==> config.mk <==
export PLATFORM = sky130hd
export DESIGN_NAME = cmp_match_flag
export DESIGN_NICKNAME = d
export VERILOG_FILES = /design/src/rtl/cmp_flag_pkg.sv /design/src/rtl/cmp_flag_dp.sv /design/src/rtl/cmp_flag_ctl.sv /design/src/rtl/cmp_match_flag.sv
export SDC_FILE = /design/constraint.sdc
export NUM_CORES = 1
export LEC_CHECK = 0
export BUFFER_PORTS_ARGS = -buffer_cell sky130_fd_sc_hd__buf_4
export CORE_MARGIN = 4
export CORE_UTILIZATION = 34
export DETAILED_ROUTE_END_ITERATION = 7
export GPL_ROUTABILITY_DRIVEN = 0
export PLACE_DENSITY_LB_ADDON = 0.25
export SYNTH_ARGS = -nofsm -noshare
export SYNTH_HDL_FRONTEND = slang
export SYNTH_SLANG_ARGS = --single-unit
==> constraint.sdc <==
create_clock -name clk -period 1 [get_ports clk]
set_input_delay 0.1 -clock clk [delete_from_list [all_inputs] [get_ports clk]]
set_output_delay 0.1 -clock clk [all_outputs]
set_load 0.005 [all_outputs]
==> src/rtl/cmp_flag_pkg.sv <==
package cmp_flag_pkg;
  // Strobes sent from control to datapath each cycle
  typedef struct packed {
    logic loadCmp;    // load compare register from write data
    logic sampleEq;   // capture comparator result (timer tick)
  } cmpStrobe_t;
endpackage

==> src/rtl/cmp_flag_dp.sv <==
module cmp_flag_dp
  import cmp_flag_pkg::*;
#(
  parameter int WIDTH = 8
) (
  input  logic             clk,
  input  logic             rst_n,
  input  cmpStrobe_t       strobe,
  input  logic [WIDTH-1:0] wrData,
  input  logic [WIDTH-1:0] cntVal,
  output logic [WIDTH-1:0] cmpReg,
  output logic             eqNow,
  output logic             eqPending
);
  always_ff @(posedge clk or negedge rst_n) begin
    if (!rst_n)              cmpReg <= '0;
    else if (strobe.loadCmp) cmpReg <= wrData;
  end

  assign eqNow = (cntVal == cmpReg);

  // Equality seen at a tick, consumed at the next tick
  always_ff @(posedge clk or negedge rst_n) begin
    if (!rst_n)               eqPending <= 1'b0;
    else if (strobe.sampleEq) eqPending <= eqNow;
  end
endmodule

==> src/rtl/cmp_flag_ctl.sv <==
module cmp_flag_ctl
  import cmp_flag_pkg::*;
(
  input  logic       clk,
  input  logic       rst_n,
  input  logic       timerTick,
  input  logic       cmpWrEn,
  input  logic       flagWrEn,
  input  logic       clrBit,
  input  logic       intAck,
  input  logic       eqPending,
  output cmpStrobe_t strobe,
  output logic       flag
);
  logic setEvt;
  logic clrEvt;

  always_comb begin
    strobe.loadCmp  = cmpWrEn;
    strobe.sampleEq = timerTick;
  end

  assign setEvt = timerTick & eqPending;
  assign clrEvt = intAck | (flagWrEn & clrBit);

  always_ff @(posedge clk or negedge rst_n) begin
    if (!rst_n)      flag <= 1'b0;
    else if (setEvt) flag <= 1'b1;  // set has priority
    else if (clrEvt) flag <= 1'b0;
  end
endmodule

==> src/rtl/cmp_match_flag.sv <==
module cmp_match_flag
  import cmp_flag_pkg::*;
#(
  parameter int WIDTH    = 8,
  parameter int FLAG_BIT = 0
) (
  input  logic             clk,
  input  logic             rst_n,
  input  logic             timerTick,
  input  logic [WIDTH-1:0] cntVal,
  input  logic             cmpWrEn,
  input  logic             flagWrEn,
  input  logic [WIDTH-1:0] wrData,
  input  logic             intEnable,
  input  logic             intAck,
  output logic             matchHit,
  output logic [WIDTH-1:0] cmpRdData,
  output logic             cmpFlag,
  output logic             intReq
);
  cmpStrobe_t strobe;
  logic       eqPending;

  cmp_flag_ctl u_ctl (
    .clk       (clk),
    .rst_n     (rst_n),
    .timerTick (timerTick),
    .cmpWrEn   (cmpWrEn),
    .flagWrEn  (flagWrEn),
    .clrBit    (wrData[FLAG_BIT]),
    .intAck    (intAck),
    .eqPending (eqPending),
    .strobe    (strobe),
    .flag      (cmpFlag)
  );

  cmp_flag_dp #(.WIDTH(WIDTH)) u_dp (
    .clk       (clk),
    .rst_n     (rst_n),
    .strobe    (strobe),
    .wrData    (wrData),
    .cntVal    (cntVal),
    .cmpReg    (cmpRdData),
    .eqNow     (matchHit),
    .eqPending (eqPending)
  );

  assign intReq = cmpFlag & intEnable;
endmodule

==> results.sh <==
export IMPL_path_buf_inv=1
export IMPL_numCtsBuffers=3
export IMPL_path_clk_slew_ps=70
export IMPL_routed_via_density=4.48
export IMPL_critPathKind="reg -> out"
export IMPL_yosysSeqAreaShare_pct=52.6
export IMPL_max_stage_delay_ps=390
export IMPL_fin_crit_sh_pct=131
export IMPL_ys_ff_latch=10
export IMPL_wirelength_um=1250
export IMPL_route_detailed_drc=0
export IMPL_p_total_w=0.00115
export IMPL_syn_area_um2=475
export IMPL_dr_pass1_iters=2
export IMPL_arrival_ps=1210
export IMPL_path_cells="xnor2_1 > nand4_1 > nor2_1 > buf_4"
export IMPL_die_area_um2=2060
export IMPL_worstSetupEndpointType="output pin"
export IMPL_antenna_found_initial=0
export IMPL_routed_via_count=448
export IMPL_crit_required_ps=900
export IMPL_slowest_stage="dfrtp_1"
export IMPL_syn_inst=37
export IMPL_setup_viol_count_final=6
export IMPL_syn_mean_instance_area_um2=12.9
export IMPL_grt_max_degree=11
export IMPL_tightest_slew_ps=165
export IMPL_timing_slew_headroom_pct=88.9
export IMPL_clk_path_buf_depth=2
export IMPL_rsz0062_at_grt="yes"
export IMPL_maxCapViolCount=0
export IMPL_area_growth_syn_to_layout_pct=92.4
export IMPL_initial_core_util_pct=36.5
export IMPL_cts_tree="built"
export IMPL_setup_tns_ps=-502
export IMPL_grt_first_pass_wirelength_um=1780
export IMPL_layout_drive_gt1_share_pct=58.8
export IMPL_finalHoldViolCount=0
export IMPL_ant_nets=0
export IMPL_boundaryPins=34
export IMPL_track_usage_pct=12.5
export IMPL_cts_sinks=10
export IMPL_num_antenna_cells=0
export IMPL_grt_overflow_total=0
export IMPL_fp_row_count=13
export IMPL_clk_latency_ps=260
export IMPL_cp_start_kind="flip-flop"
export IMPL_portBuffers=33
export IMPL_core_area_um2=1300
export IMPL_crit_fanout=2
export IMPL_setup_ws_ps=-308
export IMPL_static_leakage_power_nw=0.447
export IMPL_htreeDepth=1
export IMPL_cts_root_buf="clkbuf_4"
export IMPL_drtIter0Drc=3
export IMPL_vdd_drop_max_uv=995
export IMPL_die_y_um=45.4
export IMPL_synth_cell_types=12
export IMPL_holdWs_ps=49.8
export IMPL_status="finished with violations"
export IMPL_ys_warn_count=0
export IMPL_pre_cts_slack_ps=-40.9
export IMPL_drv_slew=0
export IMPL_cp_top_family="flip-flops"
export IMPL_p_per_area_nw_per_um2=1260
export IMPL_wl_per_cell_um=12.5
export IMPL_final_nets=109
export IMPL_max_freq_mhz=765
export IMPL_grt_pass1_vias=461
export IMPL_dieWidth_um=45.4
export IMPL_min_path_type="in -> reg"
export IMPL_fin_worst_skew_ps=2.59
export IMPL_post_route_min_period_ps=1310
export IMPL_syn_nets=60
export IMPL_violations="setup timing"
[logic make-up after synthesis]
logic type	synth area share (%)
AOI/OAI and AO/OA	4.74
xor gates and xnor gates	14.7
buffers and inverters	2.63
DFF	52.6
muxes	18.9
and+or+nand+nor	6.32
[final cells by class]
type / count / area, um^2
timing repair buffer: 45 / 389
fill: 97 / 387
sequential: 10 / 250
multi-input combinational: 24 / 213
clock buffer: 4 / 36.3
tap: 15 / 18.8
inverter: 2 / 7.51
[Yosys cell counts]
cell	number	area, um^2
dfrtp_1	10	250
xnor2_1	8	70.1
mux2_2	1	11.3
and2_1	1	6.26
mux2_1	7	78.8
nand4_1	2	12.5
o31ai_2	1	12.5
buf_2	1	5.00
inv_1	2	7.51
nor2_1	1	3.75
nand2_1	2	7.51
a32o_1	1	10.0
[sequential cells by signal, indices dropped and copies added, names as in the netlist]
register / flops
u_ctl.flag: 1
u_dp.eqPending: 1
u_dp.cmpReg: 8
[worst paths after layout]
check                               start  cells past startpoint        endpoint  slack (ps)
setup / recovery           u_dp.cmpReg[3]                      4        matchHit        -310
hold / removal                  wrData[1]                      2  u_dp.cmpReg[1]          50
setup reg to reg           u_dp.cmpReg[5]                      4  u_dp.eqPending        -140
hold reg to reg            u_dp.eqPending                      2  u_dp.eqPending         490
max in group asynchronous           rst_n                      2  u_dp.cmpReg[5]         660
min in group asynchronous           rst_n                      2  u_dp.eqPending         200
[cells in the final DEF, fill, tap and decap left out]
cell type and n:
a32o_1 1, and2_1 1, buf_4 31, buf_6 13, clkbuf_4 3, clkbuf_8 1, dfrtp_1 10, dlygate4sd3_1 1
inv_1 2, mux2_1 7, mux2_2 1, nand2_1 2, nand4_1 2, nor2_1 1, o31ai_2 1, xnor2_1 8
[metal layers]
metal	routed length, um	track usage, %	vias up	share of wire, %
li1	-	-	223	-
met1	435	12.1	207	35
met2	701	22.8	18	56
met3	109	5.14	0	8.8
met4	0	5.26	0	0
met5	0	0	-	0
[timing repair]
action / in CTS / in global routing
endpoints found under the hold margin: 10 / 0
setup buffers: 5 / 1
setup endpoints to repair: 11 / 12
hold buffers: 1 / 0
resized for setup: 6 / 7
pin swaps: 8 / 1
[report_power, final]
group / switching, W / internal (W) / total (W)
registers: 0.0000257 / 0.000438 / 0.000463
clock network: 0.000142 / 0.000221 / 0.000363
logic: 0.0000999 / 0.000224 / 0.000324
total: 0.000267 / 0.000883 / 0.00115
[per-stage QoR]
step                std cells  util (%)  cell area (um^2)
floorplan                  37         -               475
global placement           92      61.3               797
detailed placement         92      61.3               797
CTS                       100      68.3               888
global route              100      70.3               915
finish                    100      70.3               915
(Power assumes the default switching activity.)
